File: config.mk
export PLATFORM = sky130hd
export DESIGN_NAME = msi_vec_capture
export DESIGN_NICKNAME = d
export VERILOG_FILES = /design/src/rtl/msi_vec_capture.sv
export SDC_FILE = /design/constraint.sdc
export NUM_CORES = 1
export LEC_CHECK = 0
export BUFFER_PORTS_ARGS = -buffer_cell sky130_fd_sc_hd__buf_2
export CORE_AREA = 2 2 169 171
export DETAILED_ROUTE_END_ITERATION = 10
export DIE_AREA = 0 0 171 173
export SYNTH_ARGS = -nofsm -noshare
export SYNTH_HDL_FRONTEND = slang
export SYNTH_SLANG_ARGS = --single-unit
export TNS_END_PERCENT = 20
File: constraint.sdc
create_clock -name clk -period 2.3 [get_ports clk]
set_clock_uncertainty 0.05 [all_clocks]
set_input_delay 0.46 -clock clk [delete_from_list [all_inputs] [get_ports clk]]
set_output_delay 0.46 -clock clk [all_outputs]
set_load 0.02 [all_outputs]
File: src/rtl/msi_vec_capture.sv
module msi_vec_capture #(
  parameter int BANK_W = 32,
  parameter int LEG_N  = 4,
  parameter int AW     = 4
) (
  input  logic          clk,
  input  logic          rst_n,
  input  logic          reg_wr,
  input  logic [AW-1:0] reg_addr,
  input  logic [31:0]   reg_wdata,
  output logic [31:0]   reg_rdata,
  input  logic          in_wr_valid,
  input  logic [63:0]   in_wr_addr,
  input  logic [31:0]   in_wr_data,
  input  logic [LEG_N-1:0] leg_set,
  output logic          irq_lo,
  output logic          irq_hi,
  output logic          irq_leg
);
  localparam int IW    = $clog2(BANK_W);
  localparam int NVEC  = 2 * BANK_W;

  localparam logic [AW-1:0] OFS_CAP     = 0;
  localparam logic [AW-1:0] OFS_CTRL    = 1;
  localparam logic [AW-1:0] OFS_BASE_LO = 2;
  localparam logic [AW-1:0] OFS_BASE_HI = 3;
  localparam logic [AW-1:0] OFS_LO_ST   = 4;
  localparam logic [AW-1:0] OFS_LO_MSK  = 5;
  localparam logic [AW-1:0] OFS_HI_ST   = 6;
  localparam logic [AW-1:0] OFS_HI_MSK  = 7;
  localparam logic [AW-1:0] OFS_LEG_ST  = 8;
  localparam logic [AW-1:0] OFS_LEG_MSK = 9;

  logic              cap_on, stat_on;
  logic [63:0]       base;
  logic [BANK_W-1:0] lo_status, lo_mask, hi_status, hi_mask;
  logic [LEG_N-1:0]  leg_status, leg_mask;

  logic              hit, cap_lo, cap_hi;
  logic [IW-1:0]     cap_idx;
  logic [BANK_W-1:0] lo_set, hi_set, lo_clr, hi_clr;
  logic [LEG_N-1:0]  leg_clr;

  assign hit     = in_wr_valid && cap_on && stat_on && (in_wr_addr == base)
                   && (in_wr_data < NVEC);
  assign cap_idx = in_wr_data[IW-1:0];
  assign cap_hi  = hit && in_wr_data[IW];
  assign cap_lo  = hit && !in_wr_data[IW];
  assign lo_set  = cap_lo ? (BANK_W'(1) << cap_idx) : '0;
  assign hi_set  = cap_hi ? (BANK_W'(1) << cap_idx) : '0;

  assign lo_clr  = (reg_wr && reg_addr == OFS_LO_ST)  ? reg_wdata[BANK_W-1:0] : '0;
  assign hi_clr  = (reg_wr && reg_addr == OFS_HI_ST)  ? reg_wdata[BANK_W-1:0] : '0;
  assign leg_clr = (reg_wr && reg_addr == OFS_LEG_ST) ? reg_wdata[LEG_N-1:0]  : '0;

  always_ff @(posedge clk) begin
    if (!rst_n) begin
      cap_on     <= 1'b0;
      stat_on    <= 1'b0;
      base       <= '0;
      lo_mask    <= '0;
      hi_mask    <= '0;
      leg_mask   <= '0;
      lo_status  <= '0;
      hi_status  <= '0;
      leg_status <= '0;
    end else begin
      if (reg_wr) begin
        case (reg_addr)
          OFS_CTRL:    begin cap_on <= reg_wdata[0]; stat_on <= reg_wdata[15]; end
          OFS_BASE_LO: base[31:0]  <= reg_wdata;
          OFS_BASE_HI: base[63:32] <= reg_wdata;
          OFS_LO_MSK:  lo_mask  <= reg_wdata[BANK_W-1:0];
          OFS_HI_MSK:  hi_mask  <= reg_wdata[BANK_W-1:0];
          OFS_LEG_MSK: leg_mask <= reg_wdata[LEG_N-1:0];
          default: ;
        endcase
      end
      lo_status  <= (lo_status  & ~lo_clr)  | lo_set;
      hi_status  <= (hi_status  & ~hi_clr)  | hi_set;
      leg_status <= (leg_status & ~leg_clr) | leg_set;
    end
  end

  always_comb begin
    reg_rdata = '0;
    case (reg_addr)
      OFS_CAP:     reg_rdata = 32'h1;
      OFS_CTRL:    begin reg_rdata[0] = cap_on; reg_rdata[15] = stat_on; end
      OFS_BASE_LO: reg_rdata = base[31:0];
      OFS_BASE_HI: reg_rdata = base[63:32];
      OFS_LO_ST:   reg_rdata[BANK_W-1:0] = lo_status;
      OFS_LO_MSK:  reg_rdata[BANK_W-1:0] = lo_mask;
      OFS_HI_ST:   reg_rdata[BANK_W-1:0] = hi_status;
      OFS_HI_MSK:  reg_rdata[BANK_W-1:0] = hi_mask;
      OFS_LEG_ST:  reg_rdata[LEG_N-1:0]  = leg_status;
      OFS_LEG_MSK: reg_rdata[LEG_N-1:0]  = leg_mask;
      default:     reg_rdata = '0;
    endcase
  end

  assign irq_lo  = |(lo_status & lo_mask);
  assign irq_hi  = |(hi_status & hi_mask);
  assign irq_leg = |(leg_status & leg_mask);

  AST_CAPTURE_LANDS: assert property (@(posedge clk) disable iff (!rst_n)
    cap_lo |=> lo_status[$past(cap_idx)]);

  AST_SET_WINS: assert property (@(posedge clk) disable iff (!rst_n)
    (cap_hi && hi_clr[cap_idx]) |=> hi_status[$past(cap_idx)]);

  AST_W1C_CLEARS: assert property (@(posedge clk) disable iff (!rst_n)
    (reg_wr && reg_addr == OFS_LO_ST && !in_wr_valid)
      |=> ((lo_status & $past(reg_wdata[BANK_W-1:0])) == '0));

  AST_GATED_OFF: assert property (@(posedge clk) disable iff (!rst_n)
    (!(cap_on && stat_on) && !reg_wr)
      |=> ($stable(lo_status) && $stable(hi_status)));

  AST_RANGE_DROP: assert property (@(posedge clk) disable iff (!rst_n)
    (in_wr_valid && in_wr_data >= NVEC && !reg_wr)
      |=> ($stable(lo_status) && $stable(hi_status)));

  AST_LEG_SET: assert property (@(posedge clk) disable iff (!rst_n)
    (|leg_set) |=> ((leg_status & $past(leg_set)) == $past(leg_set)));
endmodule

==> results by stage, run 1 <==
Outcome:
- The run finished, with violations left.
- The checks that failed: DRC, setup timing.

Global route:
- Entering global routing, the biggest net connects 203 pins.
- The first-pass GRT wire length is 72,900 microns.
- The number of global-route vias before repair is 11,400.
- The number of antenna violations at the first check in global routing is 0.
- The global-route total usage across every layer is 32.6%.
- Global routing finished with a remaining overflow of 0.

Die:
- The overall die width is 171 microns.
- For this configuration, the core starts out at a cell density of 40.7%.
- The region available for standard cell placement spans 27,600 sq um.
- The die outline area is 29,600 sq um.
- The total I/O pin count is 175.
- In this run the vertical extent of the chip is 173 microns.
- The floorplan has 61 rows.

Finish:
- The top cell types in the final layout, fill and taps aside, are nand2_1 (391), dfxtp_1 (195), buf_2 (148), buf_4 (120), a21boi_1 (92).
- The antenna diode count is 0.
- The most common library cell in the layout ignoring fill and taps is nand2_1.
- Cells with a size suffix above 1 make up 25.0% of the layout.
- The area growth from synthesis to layout is 28.5%.
- After routing the design area is 14,400 sq um.
- The final net count is 1,780.

Worst setup path:
- The worst setup path is captured at an output pin.
- At the worst endpoint, the required time is 1.79 ns.
- In this run the worst path has a maximum fanout of 2.
- On the critical path the largest part of the delay comes from simple AND/OR/NAND/NOR gates.
- The slowest stage cell on the critical path is or4_4.
- The data arrival time of the critical path is 2.25 ns.
- The startpoint-to-endpoint class of the critical path is flop to output pin.
- The sort of element at the start of the critical path is a flop.
- Traced cell by cell, the critical path runs through a22o_1 -> a221oi_2 -> buf_4 -> nand3_2 -> or4_4 -> buf_6.
- The total buffers and inverters traversed by the critical path is 2.
- In this design, the stage delay of the slowest critical-path cell is 0.53 ns.

Pwr:
- The power density normalized to cell area is 545 nW/um^2.
- The net switching power of the design is 0.00204 W.
- The internal cell power is 0.00583 W.
- The share of total power dissipated in sequential elements is 45.5%.
- For this design the static power due to leakage is 5.11 nW.
- The clock network fraction of design power is 43.7%.
- The combinational cell fraction of total power is 10.8%.
- The completed layout was analyzed and its total power is 0.00787 W.
- In this run switching power makes up 26.0% of total power.
- The worst-case IR drop observed on VDD is 0.449 mV.

Synth:
- The synthesized netlist devotes 26.0% of its cell area to compound gates.
- The synthesized netlist devotes 3.82% of its cell area to XOR and XNOR gates.
- Summing the areas of all fa, ha and maj instances in the mapped netlist gives 0% of the synthesized area.
- The most used flip-flop cell after synthesis is dfxtp_1.
- The post-synthesis area per instance is 7.90 sq um.
- The share of synthesized registers carrying an async set or reset is 0%.
- In this run, synthesis inferred 0 flip-flops with an integrated enable.
- The synthesized netlist devotes 26.1% of its cell area to simple gates.
- The sequential element share of the synthesized area is 36.0%.
- The count of unique library cells instantiated by Yosys is 60.
- Multiplexer cells account for 0.724% of the synthesized area.
- The post-synthesis sequential element count is 202.
- Synthesis produced a netlist whose cell count is 1,421.
- The mapped netlist covers 11,200 sq um.
- The Yosys step of the flow raised 0 warnings.
- When the netlist entered floorplanning its net count stood at 1,561.
- The main combinational cell family by area after synthesis is simple AND/OR/NAND/NOR gates.

Timing:
- The number of endpoints failing setup at the final stage is 32.
- The setup TNS is -2.62 ns.
- The slew at the pin with the worst max-slew slack is 0.912 ns.
- The number of endpoints with negative hold slack in the final report came to 0.
- The count of pins over their slew limit is 0.
- In the post-route analysis, the smallest setup slack over all paths is -0.458 ns.
- The final cycle utilization of the critical path is 120%.
- After layout, the minimum clock period comes to 2.76 ns.
- Setup repair after global routing could not meet its margin everywhere.
- The worst slew margin relative to its limit is 39.2%.
- Static timing analysis puts the maximum clock frequency at 363 MHz.
- The post-route worst hold slack is 0.130 ns.

Route:
- The first detailed-routing pass took 11 iterations.
- After detailed routing, the number of vias per cell comes to 6.16.
- Wires add up to 50,300 microns.
- In this run the remaining antenna-violating nets after routing total 0.
- The initial detailed-routing violation count is 2,263.
- The count of vias placed by the detailed router is 12,500.
- After detailed routing, the number of remaining DRC violations is 3.
- After detailed routing, the average wire length per cell comes to 24.8 microns.

CTS:
- For the worst-skew pair, the clock arrives at the later sink with an insertion delay of 0.52 ns.
- CTS built an H-tree with a depth of 1.
- The cell chosen for the clock root is clkbuf_16.
- TritonCTS built the clock tree.
- Counting the buffers created by CTS gives 22.
- The count of hold-fix buffers inserted at cts is 0.
- The number of sinks driven by the clock tree is 202.
- The number of buffers on the longest clock path is 3.
- Clock-pin slew was measured on the worst setup and hold paths at 0.06 ns.

Placement:
- The half-perimeter wire length after detailed placement is 35,000 microns.
- The count of buffers added on input and output ports is 174.
- The congestion estimate from routability-driven global placement came to 0.982.
- The post-placement cell area is 13,100 sq um.

Flow run:
- The number of max-capacitance violations reported is 0.

Hold path:
- The min-delay analysis places its worst path in the category input pin to flop.
cell type report:
class,instances,area [sq um]
Clock buffer,33,653
Inverter,15,56.3
Sequential cell,202,4050
Timing Repair Buffer,331,2640
Multi-Input combinational cell,1068,6540
Fill cell,2627,13200
Clock inverter,4,20.0
Tap cell,378,473
layer usage:
metal | global-route usage, % | up-vias | wire, microns
li1 | - | 5609 | -
met5 | 0 | - | 0
met4 | 15.4 | 0 | 2660
met3 | 5.42 | 132 | 6090
met2 | 49.1 | 868 | 21700
met1 | 45.1 | 5903 | 19900
kinds of logic (layout without fill, tap and decap cells):
| group | Yosys count | in the layout |
|---|---|---|
| AND/OR/NAND/NOR | 629 | 629 |
| AO/OA/AOI/OAI | 382 | 382 |
| flip-flops | 202 | 202 |
| buffers and inverters | 151 | 383 |
| XOR/XNOR | 49 | 49 |
| multiplexers | 8 | 8 |
power by group through the flow:
stage          combinational, W  clock [W]  sequential, W
2_1_floorplan          0.000373          0        0.00363
3_5_place_dp           0.000752          0        0.00365
4_1_cts                0.000793    0.00343        0.00358
5_1_grt                0.000889    0.00358        0.00358
6_report               0.000851    0.00344        0.00358
3_3_place_gp           0.000748          0        0.00365
worst reg2reg max path: cells and delay by family (launching register included):
kind | cells | cell delay [ns]
simple gates | 3 | 0.72
buf+inv | 2 | 0.42
flops | 1 | 0.38
xor+xnor | 1 | 0.31
compound gates | 1 | 0.20
state kept, by name, summed over array words and instances (netlist names):
name	count
leg_status	4
hi_status	32
base	64
lo_mask	32
lo_status	32
hi_mask	32
leg_mask	4
cap_on	1
stat_on	1
Yosys cell counts, types with 2 or more instances:
master,n,share of area (%)
a22oi_1,30,2.0
and2_1,3,0.17
nand3b_1,2,0.13
a21boi_0,36,2.4
a222oi_1,56,5.0
and3_1,2,0.11
nor4bb_1,3,0.27
a32oi_1,4,0.31
clkbuf_4,6,0.40
and4b_1,3,0.27
a22o_1,6,0.47
o2111ai_1,2,0.16
buf_1,8,0.27
xnor2_1,48,3.7
a21boi_1,92,6.1
mux2i_1,7,0.62
o22ai_1,4,0.22
a21oi_1,8,0.36
nor4b_1,2,0.16
and3b_1,3,0.23
clkbuf_2,5,0.22
bufbuf_8,2,0.33
nand3_1,7,0.31
a221oi_1,6,0.47
o211ai_2,13,1.4
nor2b_1,17,0.95
o21ai_1,64,2.9
buf_6,11,1.1
clkbuf_1,80,2.7
buf_4,15,1.0
nor3b_1,5,0.33
o21ai_0,2,0.089
a221o_1,2,0.18
nor4_1,8,0.45
clkbuf_8,4,0.49
or4_1,4,0.27
nor3_1,72,3.2
o211ai_1,53,3.5
dfxtp_1,202,36
inv_1,13,0.43
nand2_1,393,13
nor2_1,6,0.20
nand4_1,81,4.5
nand2b_1,11,0.61
dlygate4sd1_1,5,0.39
per-stage QoR:
stage	std cells	utilization [%]	setup slack, ns
floorplan	1421	-	-0.0310
global placement	1965	47.3	-0.189
detailed placement	1965	47.3	-0.215
CTS	2012	51.0	-0.479
global route	2031	52.3	-0.493
finish	2031	52.3	-0.458
worst paths after layout:
check	from	to	slack (ns)	cells past startpoint
setup / recovery	hi_status[20]	irq_hi	-0.46	6
hold / removal	leg_set[2]	leg_status[2]	0.13	3
setup reg to reg	base[56]	hi_status[13]	0.14	7
hold reg to reg	hi_mask[20]	hi_mask[20]	0.42	2
what timing repair did:
action / in CTS / in global routing
gates cloned: 5 / 1
setup buffers: 6 / 18
setup endpoints to repair: 33 / 97
pin swaps: 19 / 36
resized for setup: 45 / 58
No activity file was read; power rests on OpenSTA's default activity.
==> inputs of run 2 (changes only) <==
Settings changed: BUFFER_PORTS_ARGS -buffer_cell sky130_fd_sc_hd__buf_2 to -buffer_cell sky130_fd_sc_hd__buf_4.
==> results by stage, run 2 (synthesis results as in run 1) <==
Outcome:
- The run finished, with violations left.
- The checks that failed: setup timing.

Route:
- The number of antenna-violating nets in the routed design is 0 (unchanged).
- The routed wire length is 50,300 microns (about the same).
- The detailed-routing iteration count for the pre-antenna-repair pass was 9 (-2).
- The initial detailed-routing violation count is 2,143 (-5.3%).
- The residual DRC count was 0 (-3).
- The count of vias placed by the detailed router is 12,500 (-0.32%).
- The routed wirelength normalized by instance count is 24.8 microns (about the same).
- The routed via count divided by cell count was 6.14 (-0.32%).

Finish:
- More flip-flops sit in one register than any other, and that register is base.
- The share of final-layout standard cells stronger than drive strength 1 is 24.7% (-0.36 points).
- The most common library cell in the layout ignoring fill and taps is nand2_1.
- Relative to the synthesized area, the layout overhead comes to 30.8%.
- The final net count is 1,779 (-0.056%).
- The number of flip-flops under the largest register name came to 64 (unchanged).
- The library cells used most frequently in the layout, excluding fill and tap cells, are nand2_1 (391), buf_4 (280), dfxtp_1 (198), a21boi_1 (92), nand4_1 (81).
- The antenna diode count is 0 (unchanged).
- The count of placed standard cells in the final layout, fillers left out was 2,031 (unchanged).

Timing:
- The worst slew margin relative to its limit is 41.1% (+2.0 points).
- The final cycle utilization of the critical path is 124% (+4.4 points).
- The setup TNS was -2.24 ns (+0.374 ns).
- The maximum achievable frequency is 350 MHz (-3.6%).
- The clock period minus worst slack was 2.86 ns (+0.102 ns).
- The minimum setup slack in the final design came to -0.560 ns (-0.102 ns).
- The number of endpoints failing setup at the final stage came to 23 (-28%).
- The count of pins over their slew limit was 0 (unchanged).
- The number of endpoints with negative hold slack in the final report is 0 (unchanged).
- Setup repair after global routing could not meet its margin everywhere.
- The slew at the pin with the worst max-slew slack is 0.883 ns (-0.0295 ns).

Worst setup path:
- The startpoint-to-endpoint class of the critical path is flop to output pin.
- Among all stages on the critical path, the largest delay is contributed by or4_4.
- STA classifies the critical path startpoint as a flop.
- The required time of the critical path came to 1.79 ns (about the same).
- The maximum fanout count along the critical path came to 2 (unchanged).
- On the critical path the largest part of the delay comes from simple AND/OR/NAND/NOR gates.
- The highest cell delay on the worst timing path is 0.56 ns (+0.03 ns).
- The total buffers and inverters traversed by the critical path is 2 (unchanged).
- The signal on the critical path passes through a22o_1 -> a221oi_2 -> buf_4 -> nand3_2 -> or4_4 -> buf_6.
- The data arrival time of the critical path was 2.35 ns (+0.10 ns).
- The category of the worst setup path capture point is an output pin.
- The worst register-to-register path begins at base[41].
- The start point of the critical path is hi_status[20].

Die:
- The standard-cell row count is 61 (unchanged).
- The die outline area is 29,600 sq um (unchanged).
- The overall die width was 171 microns (unchanged).
- The initial core utilization is 40.7% (unchanged).
- The vertical die dimension is 173 microns (unchanged).
- The area of the core is 27,600 sq um (unchanged).
- The total I/O pin count was 175 (unchanged).

Global route:
- The first-pass GRT wire length came to 73,900 microns (+1.4%).
- The maximum number of pins on one net before global-route repair came to 203 (unchanged).
- The global-route total usage across every layer was 32.9% (+0.37 points).
- The number of antenna violations at the first check in global routing was 0 (unchanged).
- The residual overflow from global routing is 0 (unchanged).
- The number of global-route vias before repair is 11,400 (+0.15%).

CTS:
- The clock insertion delay at the later pin of the skew report was 0.53 ns (about the same).
- The number of sinks driven by the clock tree is 202 (unchanged).
- The number of buffers on the longest clock path is 3 (unchanged).
- The TritonCTS buffer count is 23 (+4.5%).
- The clock-pin slew reported for the worst setup and hold paths after clock tree synthesis was 0.06 ns (about the same).
- TritonCTS built the clock tree.
- The deepest level of the CTS H-tree is 1 (unchanged).
- The cell chosen for the clock root is clkbuf_16.

Placement:
- The half-perimeter wire length after detailed placement came to 35,700 microns (+2.0%).
- The weighted congestion at the end of routability-driven global placement is 0.946 (-3.7%).
- The number of placed instances with taps included was 1,972 (+0.36%).
- The pre-CTS setup slack is -0.223 ns (-0.00809 ns).
- The number of port buffers came to 174 (unchanged).

Hold path:
- The class of the worst hold path is input pin to flop.
- The startpoint of the most critical hold path is leg_set[2].

Flow run:
- The number of max-capacitance violations reported is 0 (unchanged).

Pwr:
- The highest ir drop seen on vdd was 0.463 mV (+3.0%).
- The power density normalized to cell area was 549 nW/um^2 (+0.60%).
- The static leakage power is 5.20 nW (+1.8%).
-- run 2: cell count changes in the layout (fill, tap and decap cells not counted), moves of 4 or more --
cell | previous run | this run
dfxtp_2 | 7 | 3
clkbuf_1 | 6 | 2
buf_6 | 29 | 22
buf_4 | 120 | 280
buf_2 | 148 | 0
-- run 2: metal layers --
| metal | part of all wire [%] | track usage [%] | vias to the layer above |
|---|---|---|---|
| met3 | 11 | 4.72 | 113 |
| li1 | - | - | 5619 |
| met2 | 43 | 49.3 | 804 |
| met5 | 0 | 0 | - |
| met1 | 41 | 47.4 | 5936 |
| met4 | 4.2 | 13.2 | 0 |
-- run 2: power by group --
part           total, W  switching [W]  internal, W
combinational  0.000888       0.000491     0.000397
clock           0.00359        0.00154      0.00205
sequential      0.00358      0.0000438      0.00353
-- run 2: worst paths after layout --
check	endpoint	slack, ns	depth (start not counted)
max	irq_hi	-0.56	6
min reg2reg	hi_mask[12]	0.43	2
min	leg_status[2]	0.12	3
max reg2reg	hi_status[11]	0.20	7
-- run 2: worst register-to-register path, cell delays in order, from the launching register on --
cell and delay (ns):
dfxtp_1 0.47, inv_1 0.11, a2111o_1 0.41, nor4_4 0.30, buf_12 0.23, buf_4 0.22, nand4_1 0.10, o21ai_1 0.14
-- run 2: stage by stage --
step	power (W)	hold WS (ns)	area, sq um	utilization, %
4_1_cts	0.00801	0.117	14500	52.4
2_1_floorplan	0.00400	0.397	11300	-
5_1_grt	0.00826	0.132	14700	53.2
3_3_place_gp	0.00447	0.410	13600	49.1
6_report	0.00806	0.115	14700	53.2
3_5_place_dp	0.00448	0.415	13600	49.1
-- run 2: cell type report --
| class | instances | area, sq um |
|---|---|---|
| clock buffer | 32 | 679 |
| clock inverter | 7 | 42.5 |
| fill | 2657 | 12900 |
| inverter | 15 | 56.3 |
| multi-input combinational | 1068 | 6490 |
| sequential | 202 | 4050 |
| tap | 378 | 473 |
| timing repair buffer | 329 | 2890 |
-- run 2: what timing repair did --
action                     in CTS  in global routing
pin swaps                      14                 18
setup buffers                   6                 11
gates resized for setup        28                 21
hold buffers                    0                  0
cloned                          2                  1
setup endpoints to repair      28                 31
